File: config.mk
export PLATFORM = sky130hd
export DESIGN_NAME = oled_cmd_rx
export DESIGN_NICKNAME = d
export VERILOG_FILES = /design/src/rtl/oled_rx_pkg.sv /design/src/rtl/oled_rx_sync.sv /design/src/rtl/oled_rx_shift.sv /design/src/rtl/oled_rx_cmd.sv /design/src/rtl/oled_rx_addr.sv /design/src/rtl/oled_cmd_rx.sv
export SDC_FILE = /design/constraint.sdc
export NUM_CORES = 1
export LEC_CHECK = 0
export ABC_AREA = 1
export BUFFER_PORTS_ARGS = -buffer_cell sky130_fd_sc_hd__buf_2
export CELL_PAD_IN_SITES_DETAIL_PLACEMENT = 1
export CELL_PAD_IN_SITES_GLOBAL_PLACEMENT = 2
export CORE_UTILIZATION = 38
export CTS_CLUSTER_DIAMETER = 200
export DETAILED_ROUTE_END_ITERATION = 6
export GPL_ROUTABILITY_DRIVEN = 0
export GPL_TIMING_DRIVEN = 0
export PLACE_DENSITY_LB_ADDON = 0.1
export SKIP_LAST_GASP = 1
export SYNTH_ARGS = -nofsm -noshare
export SYNTH_HDL_FRONTEND = slang
export SYNTH_SLANG_ARGS = --single-unit
File: constraint.sdc
create_clock -name clk -period 3 [get_ports clk]
set_input_delay 0.3 -clock clk [delete_from_list [all_inputs] [get_ports clk]]
set_output_delay 0.3 -clock clk [all_outputs]
set_load 0.05 [all_outputs]
File: src/rtl/oled_rx_pkg.sv
package oled_rx_pkg;

    typedef enum logic [2:0] {
        PS_IDLE,
        PS_COL_A,
        PS_COL_B,
        PS_ROW_A,
        PS_ROW_B,
        PS_LEVEL
    } parse_e;

    localparam logic [1:0] IR_QUARTER = 2'd0;
    localparam logic [1:0] IR_HALF    = 2'd1;
    localparam logic [1:0] IR_FULL    = 2'd2;

    localparam logic [7:0] OP_COLWIN  = 8'h15;
    localparam logic [7:0] OP_ROWWIN  = 8'h75;
    localparam logic [7:0] OP_LEVEL   = 8'h81;
    localparam logic [7:0] OP_IR_Q    = 8'h84;
    localparam logic [7:0] OP_IR_H    = 8'h85;
    localparam logic [7:0] OP_IR_F    = 8'h86;

    localparam logic [6:0] LEVEL_RST  = 7'h40;

endpackage

File: src/rtl/oled_rx_sync.sv
module oled_rx_sync #(
    parameter int          N       = 4,
    parameter int          STAGES  = 2,
    parameter logic [N-1:0] RST_VAL = '0
) (
    input  logic         clk,
    input  logic         rst_n,
    input  logic [N-1:0] din,
    output logic [N-1:0] dout
);
    logic [N-1:0] stg_q [STAGES];
    logic [N-1:0] stg_d [STAGES];

    always_comb begin
        stg_d[0] = din;
        for (int i = 1; i < STAGES; i++) stg_d[i] = stg_q[i-1];
    end

    always_ff @(posedge clk or negedge rst_n) begin
        if (!rst_n) begin
            for (int i = 0; i < STAGES; i++) stg_q[i] <= RST_VAL;
        end else begin
            for (int i = 0; i < STAGES; i++) stg_q[i] <= stg_d[i];
        end
    end

    assign dout = stg_q[STAGES-1];
endmodule

File: src/rtl/oled_rx_shift.sv
module oled_rx_shift #(
    parameter int BYTE_W = 8
) (
    input  logic              clk,
    input  logic              rst_n,
    input  logic              cs_n_s,
    input  logic              sclk_s,
    input  logic              sdin_s,
    input  logic              dc_s,
    output logic              byte_vld,
    output logic [BYTE_W-1:0] byte_val,
    output logic              byte_dc
);
    localparam int CNT_W = $clog2(BYTE_W);

    typedef struct packed {
        logic              sclk_prev;
        logic [CNT_W-1:0]  cnt;
        logic [BYTE_W-1:0] sh;
        logic              vld;
        logic              dc;
    } shift_t;

    shift_t s_q, s_d;

    always_comb begin
        s_d           = s_q;
        s_d.vld       = 1'b0;
        s_d.sclk_prev = sclk_s;
        if (cs_n_s) begin
            s_d.cnt = '0;
        end else if (s_q.sclk_prev && !sclk_s) begin
            s_d.sh  = {s_q.sh[BYTE_W-2:0], sdin_s};
            s_d.cnt = s_q.cnt + 1'b1;
            if (s_q.cnt == CNT_W'(BYTE_W - 1)) begin
                s_d.vld = 1'b1;
                s_d.dc  = dc_s;
                s_d.cnt = '0;
            end
        end
    end

    always_ff @(posedge clk or negedge rst_n) begin
        if (!rst_n) begin
            s_q           <= '0;
            s_q.sclk_prev <= 1'b1;
        end else begin
            s_q <= s_d;
        end
    end

    assign byte_vld = s_q.vld;
    assign byte_val = s_q.sh;
    assign byte_dc  = s_q.dc;
endmodule

File: src/rtl/oled_rx_cmd.sv
module oled_rx_cmd
    import oled_rx_pkg::*;
#(
    parameter int COLS = 64,
    parameter int ROWS = 80,
    localparam int CW  = $clog2(COLS),
    localparam int RW  = $clog2(ROWS)
) (
    input  logic          clk,
    input  logic          rst_n,
    input  logic          cmd_vld,
    input  logic [7:0]    cmd_byte,
    output logic [CW-1:0] col_start,
    output logic [CW-1:0] col_end,
    output logic [RW-1:0] row_start,
    output logic [RW-1:0] row_end,
    output logic [6:0]    contrast,
    output logic [1:0]    irange,
    output logic          col_load,
    output logic          row_load
);
    typedef struct packed {
        parse_e        st;
        logic [7:0]    tmp;
        logic [CW-1:0] cs;
        logic [CW-1:0] ce;
        logic [RW-1:0] rs;
        logic [RW-1:0] re;
        logic [6:0]    lvl;
        logic [1:0]    ir;
        logic          cload;
        logic          rload;
    } cmd_t;

    cmd_t c_q, c_d;

    function automatic logic [RW-1:0] row_clamp(input logic [7:0] v);
        if (int'(v) > ROWS - 1) return RW'(ROWS - 1);
        return v[RW-1:0];
    endfunction

    always_comb begin
        c_d       = c_q;
        c_d.cload = 1'b0;
        c_d.rload = 1'b0;
        if (cmd_vld) begin
            unique case (c_q.st)
                PS_IDLE: begin
                    case (cmd_byte)
                        OP_COLWIN: c_d.st = PS_COL_A;
                        OP_ROWWIN: c_d.st = PS_ROW_A;
                        OP_LEVEL:  c_d.st = PS_LEVEL;
                        OP_IR_Q:   c_d.ir = IR_QUARTER;
                        OP_IR_H:   c_d.ir = IR_HALF;
                        OP_IR_F:   c_d.ir = IR_FULL;
                        default:   c_d.st = PS_IDLE;
                    endcase
                end
                PS_COL_A: begin
                    c_d.tmp = cmd_byte;
                    c_d.st  = PS_COL_B;
                end
                PS_COL_B: begin
                    c_d.cs    = c_q.tmp[CW-1:0];
                    c_d.ce    = cmd_byte[CW-1:0];
                    c_d.cload = 1'b1;
                    c_d.st    = PS_IDLE;
                end
                PS_ROW_A: begin
                    c_d.tmp = cmd_byte;
                    c_d.st  = PS_ROW_B;
                end
                PS_ROW_B: begin
                    c_d.rs    = row_clamp(c_q.tmp);
                    c_d.re    = row_clamp(cmd_byte);
                    c_d.rload = 1'b1;
                    c_d.st    = PS_IDLE;
                end
                PS_LEVEL: begin
                    c_d.lvl = cmd_byte[6:0];
                    c_d.st  = PS_IDLE;
                end
                default: c_d.st = PS_IDLE;
            endcase
        end
    end

    always_ff @(posedge clk or negedge rst_n) begin
        if (!rst_n) begin
            c_q     <= '0;
            c_q.st  <= PS_IDLE;
            c_q.ce  <= CW'(COLS - 1);
            c_q.re  <= RW'(ROWS - 1);
            c_q.lvl <= LEVEL_RST;
            c_q.ir  <= IR_QUARTER;
        end else begin
            c_q <= c_d;
        end
    end

    assign col_start = c_q.cs;
    assign col_end   = c_q.ce;
    assign row_start = c_q.rs;
    assign row_end   = c_q.re;
    assign contrast  = c_q.lvl;
    assign irange    = c_q.ir;
    assign col_load  = c_q.cload;
    assign row_load  = c_q.rload;
endmodule

File: src/rtl/oled_rx_addr.sv
module oled_rx_addr #(
    parameter int COLS = 64,
    parameter int ROWS = 80,
    localparam int CW  = $clog2(COLS),
    localparam int RW  = $clog2(ROWS),
    localparam int AW  = $clog2(COLS * ROWS)
) (
    input  logic          clk,
    input  logic          rst_n,
    input  logic          data_vld,
    input  logic [7:0]    data_byte,
    input  logic [CW-1:0] col_start,
    input  logic [CW-1:0] col_end,
    input  logic [RW-1:0] row_start,
    input  logic [RW-1:0] row_end,
    input  logic          col_load,
    input  logic          row_load,
    output logic          ram_we,
    output logic [AW-1:0] ram_addr,
    output logic [7:0]    ram_wdata
);
    typedef struct packed {
        logic [CW-1:0] cp;
        logic [RW-1:0] rp;
        logic          we;
        logic [AW-1:0] addr;
        logic [7:0]    wdata;
    } ptr_t;

    ptr_t p_q, p_d;
    logic col_last, row_last;

    always_comb begin
        col_last = (p_q.cp == col_end) || (p_q.cp == CW'(COLS - 1));
        row_last = (p_q.rp == row_end) || (p_q.rp == RW'(ROWS - 1));
        p_d      = p_q;
        p_d.we   = 1'b0;
        if (col_load) p_d.cp = col_start;
        if (row_load) p_d.rp = row_start;
        if (data_vld) begin
            p_d.we    = 1'b1;
            p_d.addr  = AW'(p_q.rp) * AW'(COLS) + AW'(p_q.cp);
            p_d.wdata = data_byte;
            if (col_last) begin
                p_d.cp = col_start;
                p_d.rp = row_last ? row_start : p_q.rp + 1'b1;
            end else begin
                p_d.cp = p_q.cp + 1'b1;
            end
        end
    end

    always_ff @(posedge clk or negedge rst_n) begin
        if (!rst_n) p_q <= '0;
        else        p_q <= p_d;
    end

    assign ram_we    = p_q.we;
    assign ram_addr  = p_q.addr;
    assign ram_wdata = p_q.wdata;
endmodule

File: src/rtl/oled_cmd_rx.sv
module oled_cmd_rx #(
    parameter int COLS     = 64,
    parameter int ROWS     = 80,
    parameter int SYNC_STG = 2,
    localparam int CW      = $clog2(COLS),
    localparam int RW      = $clog2(ROWS),
    localparam int AW      = $clog2(COLS * ROWS)
) (
    input  logic          clk,
    input  logic          rst_n,
    input  logic          cs_n,
    input  logic          sclk,
    input  logic          sdin,
    input  logic          dc,
    output logic          ram_we,
    output logic [AW-1:0] ram_addr,
    output logic [7:0]    ram_wdata,
    output logic [CW-1:0] col_start,
    output logic [CW-1:0] col_end,
    output logic [RW-1:0] row_start,
    output logic [RW-1:0] row_end,
    output logic [6:0]    contrast,
    output logic [1:0]    irange
);
    logic [3:0] pins_s;
    logic       byte_vld, byte_dc;
    logic [7:0] byte_val;
    logic       col_load, row_load;
    logic       cmd_vld, data_vld;

    oled_rx_sync #(.N(4), .STAGES(SYNC_STG), .RST_VAL(4'b0011)) u_sync (
        .clk  (clk),
        .rst_n(rst_n),
        .din  ({dc, sdin, sclk, cs_n}),
        .dout (pins_s)
    );

    oled_rx_shift #(.BYTE_W(8)) u_shift (
        .clk     (clk),
        .rst_n   (rst_n),
        .cs_n_s  (pins_s[0]),
        .sclk_s  (pins_s[1]),
        .sdin_s  (pins_s[2]),
        .dc_s    (pins_s[3]),
        .byte_vld(byte_vld),
        .byte_val(byte_val),
        .byte_dc (byte_dc)
    );

    assign cmd_vld  = byte_vld && !byte_dc;
    assign data_vld = byte_vld &&  byte_dc;

    oled_rx_cmd #(.COLS(COLS), .ROWS(ROWS)) u_cmd (
        .clk      (clk),
        .rst_n    (rst_n),
        .cmd_vld  (cmd_vld),
        .cmd_byte (byte_val),
        .col_start(col_start),
        .col_end  (col_end),
        .row_start(row_start),
        .row_end  (row_end),
        .contrast (contrast),
        .irange   (irange),
        .col_load (col_load),
        .row_load (row_load)
    );

    oled_rx_addr #(.COLS(COLS), .ROWS(ROWS)) u_addr (
        .clk      (clk),
        .rst_n    (rst_n),
        .data_vld (data_vld),
        .data_byte(byte_val),
        .col_start(col_start),
        .col_end  (col_end),
        .row_start(row_start),
        .row_end  (row_end),
        .col_load (col_load),
        .row_load (row_load),
        .ram_we   (ram_we),
        .ram_addr (ram_addr),
        .ram_wdata(ram_wdata)
    );
endmodule

### After elaboration in Yosys (flattened, before gate mapping)

Cells that the tools add are included.

* word-level logic and storage cells: 94
* output and inout bits: 57
* latch bits: 0
* input port bits: 6
* register bits after elaboration: 105
* bits in writable memories: 0
* bits in read-only memories: 0
* memories kept: 0

* reductions and logical operators: 21
* eq/ne operators: 17
* $mul: 0
* bitwise gates (word level): 1
* add/subtract/negate cells: 4
* shift operators: 0
* mux-type cells: 27
* magnitude comparators: 2
* divide/modulo/power cells: 0

Operator list (number)
* 2-to-1 mux 7 bit: 7
* 2-to-1 mux 35 bit: 1
* equality test 8 bit, second input constant: 4
* > comparator 8 x 7 -> 1 bit, second input constant: 2
* adder 13 x 6 -> 13 bit: 1
* 2-to-1 mux 13 bit: 1
* 2-to-1 mux 6 bit: 2
* case mux 3 bit (4 select lines): 1
* AND reduction 2 bit: 6
* equality test 3 bit, second input constant: 3
* case mux 3 bit (3 select lines): 1
* equality test 8 x 5 -> 1 bit, second input constant: 1
* equality test 8 x 7 -> 1 bit, second input constant: 1
* 2-to-1 mux 1 bit: 8
* adder 7 x 1 -> 7 bit, second input constant: 1
* equality test 7 bit: 1
* equality test 7 bit, second input constant: 1
* adder 6 x 1 -> 6 bit, second input constant: 1
* equality test 3 x 2 -> 1 bit, second input constant: 2
* equality test 6 bit: 1
* equality test 6 bit, second input constant: 1
* 2-to-1 mux 2 bit: 3
* 2-to-1 mux 3 bit: 2
* case mux 2 bit (3 select lines): 1
* other kinds (13): 19

### Depth between registers and ports, before layout

Gate-level depths: netlist of the first run.

* depth after elaboration: 5
* gate-level depth with buffers: 11
* mapped depth without buffers: 11

### By module

From an unflattened synthesis of the first run, not the netlist that was laid out.

* cells, all modules: 636
* area total of the unflattened synthesis: 5325.1 um^2

By module, submodules not included
* oled_rx_cmd: cells each 262, area each 2285.9 um^2, sequential area each 1216.2 um^2, times used 1
* oled_rx_addr: cells each 291, area each 2112.0 um^2, sequential area each 875.8 um^2, times used 1
* oled_rx_shift: cells each 71, area each 704.4 um^2, sequential area each 351.6 um^2, times used 1
* oled_rx_sync: cells each 8, area each 205.2 um^2, sequential area each 205.2 um^2, times used 1
* oled_cmd_rx: cells each 4, area each 17.5 um^2, sequential area each 0.0 um^2, times used 1

### Worst setup path after synthesis of the first run

No wires, ideal clock.

* path type: register to register
* start: register u_shift.s_q[13] in the netlist's numbering
* end: register u_shift.s_q, in the netlist u_shift.byte_val[0]
* data arrival time: 1.356 ns
* stages on the path, launching flop included: 7
* setup slack: 1.513 ns
* buffers on the path: 1
* cells stage by stage: dfstp_2 inv_1 nor2_1 inv_1 nor2_1 clkbuf_1 o21ai_0

* cells in the longest elaborated chain, start to end: 2

RTL lines
* start: declaration: RTL line oled_rx_shift.sv:24 `shift_t s_q, s_d;`
* logical AND 1 bit: RTL line oled_rx_shift.sv:32 `end else if (s_q.sclk_prev && !sclk_s) begin`
* AND reduction 2 bit (no source line)

No other way between the ends.
A chain may end at the register's enable or synchronous reset.

### Worst setup path in the final report of the first run

* start: register u_shift.s_q[13] in the netlist's numbering
* end: register u_shift.s_q[12] in the netlist's numbering

* cells in the longest elaborated chain, start to end: 2

RTL lines (RTL line)
* logical AND 1 bit: oled_rx_shift.sv:32
* nonzero test 2 bit (no source line)

No other way between the ends.

==> impl_metrics.tcl, run 1 <==
set metrics [dict create \
    status "complete, no violations" \
    min_period_ps 1870 \
    rsz0062_at_grt "false" \
    drive_gt1_share_pct 26.2 \
    startpoint_type "flop" \
    slew-limit-headroom_pct 44.9 \
    regToRegSetupSlack_ps 1130 \
    r2r-end "u_shift.s_q[12]$_DFFE_PN0P_" \
    route.vias.total 3986 \
    ys_seq_elements 105 \
    synth_edf_count 0 \
    worst_pin_slew_ps 826 \
    rr_startpoint "u_shift.s_q[13]$_DFF_PN1_" \
    fin_area_sq_mm 0.00592 \
    htree_levels 3 \
    synthXorXnorAreaFrac_pct 1.56 \
    p_leak_nw 3.11 \
    clock_skew_ps 9.50 \
    die-area_sq_mm 0.0137 \
    grt-ovfl-total 0 \
    yosysWarnings 0 \
    clock_latency_ps 360 \
    fmax_mhz 534 \
    clock-sinks 105 \
    cts_tree "yes" \
    maxSlewViolCount 0 \
    initial_core_util_pct 39.5 \
    setup.worst_path.class "reg2reg" \
    worstHoldPathType "in2async" \
    drt-total-wl_um 12700 \
    mostFrequentLayoutCells "nand2_1, dfrtp_1, o21ai_0" \
    synth-compound-area-share_pct 10.7 \
    numPortBuffers 62 \
    grt_first_pass_wirelength_um 20700 \
    synth_cell_type_count 31 \
    io_pins 63 \
    drc 0 \
    irDropWorstVdd_v 0.000270 \
    wire_per_inst_um 15.1 \
    layout_commonest_cell "nand2_1" \
    nNetsFinal 673 \
    antenna_found_initial 0 \
    worstSetupEndpointType "flop" \
    finalSetupTns_ps 0 \
    ys_seq_area_share_pct 52.5 \
    fp.dieW_um 117 \
    rows 41 \
    arrival_ps 2150 \
    syn_nets 599 \
    maxCapViolations 0 \
    coreArea_sq_mm 0.0128 \
    min_period_over_period_pct 62.4 \
    first_global_vias 3993 \
    clockBufferDepth 2 \
    syn_area_per_cell_sq_um 8.56 \
    cts-resized-gates 0 \
    hpwl_um 9190 \
    synth_cells 589 \
    final_antenna_net_count 0 \
    hold_viol_final 0 \
    drtIter0Drc 141 \
    syn_to_final_growth_pct 17.3 \
    grtUsageTotal_pct 20.4 \
    die_y_um 117 \
    reg2reg_depth 7 \
    cts_hold_buf 0 \
    synth_top_family_by_area "simple AND/OR/NAND/NOR gates" \
    crit_required_ps 3280 \
    synthSimpleGateAreaFrac_pct 19.5 \
    path_max_fanout 10 \
    synthAdderAreaFrac_pct 0.992 \
    cts_buffers 9 \
    vias_per_cell 4.75 \
    final_core_util_pct 46.3 \
    synthArstFlopShare_pct 100 \
    place_area_sq_mm 0.00560 \
    diodes 0 \
    clkTransAtPathRegs_ps 70 \
    ys.flop_type "dfrtp_1" \
    cts_root_buf "clkbuf_16" \
    firstDrtPassIters 4 \
    synth_mux_area_share_pct 0 \
    post_cts_buffers 0 \
    grt_max_degree 63 \
    cellPowerDensity_mw_per_mm2 487 \
    syn_area_sq_mm 0.00504 \
    final-setup-viol-count 0 \
]
## cells by family after synthesis
group	after synthesis
XOR/XNOR	9
adder cells (fa/ha/maj)	4
flip-flops	105
AO/OA/AOI/OAI	100
AND/OR/NAND/NOR	232
buffers and inverters	139
## state kept, by name, indices dropped and copies added (netlist names), 6 cells and up
register and flops:
u_shift.byte_val 8, u_addr.ram_wdata 8, u_cmd.col_start 6, u_addr.p_q 13, u_cmd.c_q 11, u_addr.ram_addr 13
u_cmd.row_end 7, u_cmd.row_start 7, u_cmd.contrast 7, u_cmd.col_end 6
## how the worst max path moves through the flow
| stage | startpoint | to | slack (ps) | cells after the start |
|---|---|---|---|---|
| detailed placement | u_shift.s_q[13]$_DFF_PN1_ | u_shift.byte_val[1]$_DFFE_PN0P_ | 1130 | 6 |
| finish | u_shift.s_q[13]$_DFF_PN1_ | u_shift.s_q[12]$_DFFE_PN0P_ | 1130 | 7 |
| global placement | rst_n | u_cmd.contrast[3]$_DFFE_PN0P_ | 370 | 1 |
| CTS | u_shift.s_q[13]$_DFF_PN1_ | u_shift.s_q[12]$_DFFE_PN0P_ | 1120 | 7 |
| global route | u_shift.s_q[13]$_DFF_PN1_ | u_shift.byte_val[6]$_DFFE_PN0P_ | 860 | 6 |
| floorplan | u_shift.s_q[13]$_DFF_PN1_ | u_shift.byte_val[0]$_DFFE_PN0P_ | 1510 | 6 |
## through the flow
| stage | instances | hold WS, ps | power (mW) | setup WS [ps] |
|---|---|---|---|---|
| after CTS | 840 | 23.6 | 2.91 | 1120 |
| final | 840 | 27.9 | 2.88 | 1130 |
| after detailed placement | 824 | 340 | 1.65 | 1130 |
| after global placement | 823 | 333 | 1.64 | 369 |
| after global routing | 840 | 26.1 | 2.98 | 865 |
| after floorplan | 589 | 4.41 | 1.56 | 1510 |
## routing by layer
metal / GRT usage (%) / wire, um
met1: 26.7 / 6060
met2: 34.2 / 6170
met3: 2.78 / 266
met4: 7.85 / 202
met5: 0 / 0
## where the power goes
part           leakage [nW]  internal (mW)  switching [mW]
registers              1.39           1.45          0.0257
clock network         0.152          0.698           0.560
logic                  1.57         0.0271           0.121
total                  3.11           2.17           0.707
## layout make-up
| type | instances | area [sq um] |
|---|---|---|
| inverter | 72 | 270 |
| buffer | 67 | 470 |
| multi-input combinational | 345 | 1650 |
| fill | 1543 | 6860 |
| timing repair buffer | 63 | 340 |
| clock buffer | 11 | 253 |
| tap | 172 | 215 |
| sequential | 105 | 2650 |
| clock inverter | 5 | 63.8 |
## cell usage after synthesis (2+ instances only)
master	instances	area (sq um)
inv_1	65	244
a21oi_1	16	80.1
o21ai_1	4	20.0
nand2_1	146	548
or2_2	2	12.5
clkbuf_1	9	33.8
dfrtp_1	88	2200
o21ai_0	67	335
buf_4	56	420
dfstp_2	17	447
nor3_1	4	20.0
nand3_1	29	145
a22oi_1	7	52.6
xor2_1	6	52.6
nor2_2	5	31.3
inv_2	7	26.3
ha_1	4	50.1
o22ai_1	3	18.8
nor2_1	32	120
nand2_2	2	12.5
nand4_1	8	50.1
xnor2_1	3	26.3
## critical path: stages (launching register included)
cell and delay (ps):
dfstp_2 520, inv_1 30, nor2_1 100, inv_1 60, nor2_1 510, clkbuf_1 380, nand2_1 110, o21ai_0 90
Power figures use the tool's default switching activity.
==> run 2: changes to the inputs <==
ABC_AREA = 0   (was 1)
clock period = 1.9 ns   (was 3 ns; I/O delays follow)
==> impl_metrics.tcl, run 2 <==
set metrics [dict create \
    status "complete, but fails checks" \
    violations "negative setup slack" \
    cts_root_buf "clkbuf_16" \
    fmax_mhz 511 \
    syn_nets 445 \
    worstHoldPathType "in2async" \
    ys_seq_area_share_pct 53.6 \
    clkTransAtPathRegs_ps 70 \
    post-synth-top-area-cell "dfrtp_1" \
    ys_seq_elements 105 \
    drt-total-wl_um 11200 \
    rsz0062_at_grt "true" \
    ys.flop_type "dfrtp_1" \
    grt_use_met2_pct 29.5 \
    cts_buffers 9 \
    numPortBuffers 62 \
    synth_most_common_cell "dfrtp_1" \
    initial_core_util_pct 39.0 \
    preCtsSetupSlack_ps -233 \
    startpoint_type "flop" \
    path_max_fanout 4 \
    cellPowerDensity_mw_per_mm2 772 \
    hpwl_um 7750 \
    vias_per_cell 4.87 \
    synth_cell_type_count 57 \
    worst_pin_slew_ps 712 \
    clock_latency_ps 350 \
    synthArstFlopShare_pct 100 \
    diodes 0 \
    hold_viol_final 0 \
    fill_cells 1409 \
    r2r-end "u_addr.p_q[23]$_DFF_PN0_" \
    die_y_um 116 \
    clockBufferDepth 2 \
    drc 0 \
    clock-sinks 105 \
    synth_edf_count 0 \
    p_leak_nw 3.17 \
    final_antenna_net_count 0 \
    nNetsFinal 534 \
    syn_to_final_growth_pct 24.2 \
    route.vias.total 3416 \
    synth_commonest_cells "dfrtp_1, buf_4, nand2_1" \
    syn_area_sq_mm 0.00495 \
    min_period_over_period_pct 103 \
    die-area_sq_mm 0.0135 \
    firstDrtPassIters 4 \
    clock_skew_ps 6.70 \
    finalSetupTns_ps -190 \
    first_global_vias 3456 \
    drtIter0Drc 82 \
    final-instance-count-excl-fill 701 \
    crit_required_ps 2140 \
    place_inst 670 \
    worstSetupEndpointType "flop" \
    reg2reg_depth 7 \
    synth_top_area_share_pct 44.5 \
    busiest_layer "met2" \
    yosysWarnings 0 \
    fp.dieW_um 116 \
    setup.worst_path.class "reg2reg" \
    grt-ovfl-total 0 \
    maxCapViolations 0 \
    rr_startpoint "u_cmd.col_end[4]$_DFFE_PN1P_" \
    coreArea_sq_mm 0.0127 \
    final_core_util_pct 48.5 \
    grtUsageTotal_pct 17.8 \
    slew-limit-headroom_pct 52.6 \
    final-setup-viol-count 6 \
    mostFrequentLayoutCells "dfrtp_1, buf_4, buf_2" \
    arrival_ps 2200 \
    rows 41 \
    syn_area_per_cell_sq_um 11.4 \
    io_pins 63 \
    layout_commonest_cell "dfrtp_1" \
    min_period_ps 1960 \
    holdWs_ps 353 \
    grt_use_met3_pct 2.77 \
    grt_max_degree 67 \
    grt_first_pass_wirelength_um 18000 \
    regToRegSetupSlack_ps -60 \
    htree_levels 3 \
    synth_cells 435 \
    cts_tree "yes" \
    maxSlewViolCount 0 \
    globalRouteMet1Util_pct 23.6 \
    setup_ws_ps -56.1 \
    drive_gt1_share_pct 49.1 \
    irDropWorstVdd_v 0.000461 \
    synth_area_leaders "dfrtp_1, mux2_2, dfstp_2, buf_4, nand2_1" \
    antenna_found_initial 0 \
    wire_per_inst_um 16.0 \
]
==> run 2: final cells by class <==
cell class                      instances  area, sq um  share of cell area, %
Buffer                                 65          460                   7.49
Clock buffer                           10          239                   3.89
Clock inverter                          6         57.6                  0.937
Inverter                                8         30.0                  0.489
Multi-Input combinational cell        251         1970                   32.1
Sequential cell                       105         2660                   43.2
Tap cell                              172          215                   3.50
Timing Repair Buffer                   84          514                   8.37
==> run 2: worst max-delay path by stage <==
| stage | startpoint | endpoint | slack [ps] | cells past startpoint |
|---|---|---|---|---|
| after global routing | u_addr.p_q[22]$_DFF_PN0_ | u_addr.p_q[23]$_DFF_PN0_ | -120 | 6 |
| after floorplan | u_shift.byte_val[6]$_DFFE_PN0P_ | u_cmd.irange[0]$_DFFE_PN0P_ | 20 | 6 |
| final | u_cmd.col_end[4]$_DFFE_PN1P_ | u_addr.p_q[23]$_DFF_PN0_ | -60 | 7 |
| after global placement | rst_n | u_shift.s_q[11]$_DFFE_PN0P_ | -580 | 1 |
| after CTS | u_cmd.col_end[5]$_DFFE_PN1P_ | u_addr.p_q[28]$_DFF_PN0_ | -170 | 6 |
| after detailed placement | u_addr.p_q[29]$_DFFE_PN0P_ | u_addr.p_q[24]$_DFF_PN0_ | -230 | 7 |
==> run 2: routing by layer <==
layer	vias up	part of all wire (%)
li1	1622	-
met1	1734	46
met2	48	50
met3	12	2.2
met4	0	1.5
met5	-	0
==> run 2: cell families (layout without fill, tap and decap cells) <==
| kind of cell | Yosys count | after routing | synth area share [%] |
|---|---|---|---|
| mux | 48 | 48 | 10.9 |
| flops | 105 | 105 | 53.6 |
| compound gates | 61 | 61 | 8.90 |
| simple gates | 124 | 124 | 12.7 |
| xor+xnor | 14 | 14 | 2.48 |
| fa+ha+maj | 4 | 4 | 1.01 |
| buf+inv | 79 | 173 | 10.4 |
==> run 2: what timing repair did <==
item,in CTS,in global routing
endpoints found under the hold margin,35,0
hold buffers,5,0
gates resized for setup,25,24
pin swaps,11,9
gates cloned,0,0
endpoints found under the setup margin,52,40
buffers inserted,9,8
==> run 2: metrics by stage <==
stage	area, sq um	total power [mW]
after global placement	5470	2.88
final	6140	4.74
after CTS	6000	4.84
after floorplan	4950	2.69
after detailed placement	5500	2.90
after global routing	6140	4.93
==> run 2: power breakdown <==
part           switching (mW)  internal, mW
clock network           0.839          1.05
registers               0.165          2.32
logic                   0.208         0.160
==> run 2: critical path, cell delays in order, from the launching register on <==
cell     delay [ps]
dfstp_2         580
xor2_2          100
nor4_4          250
buf_4           190
a21oi_4          90
buf_4           170
or3_1           350
o221a_2         130
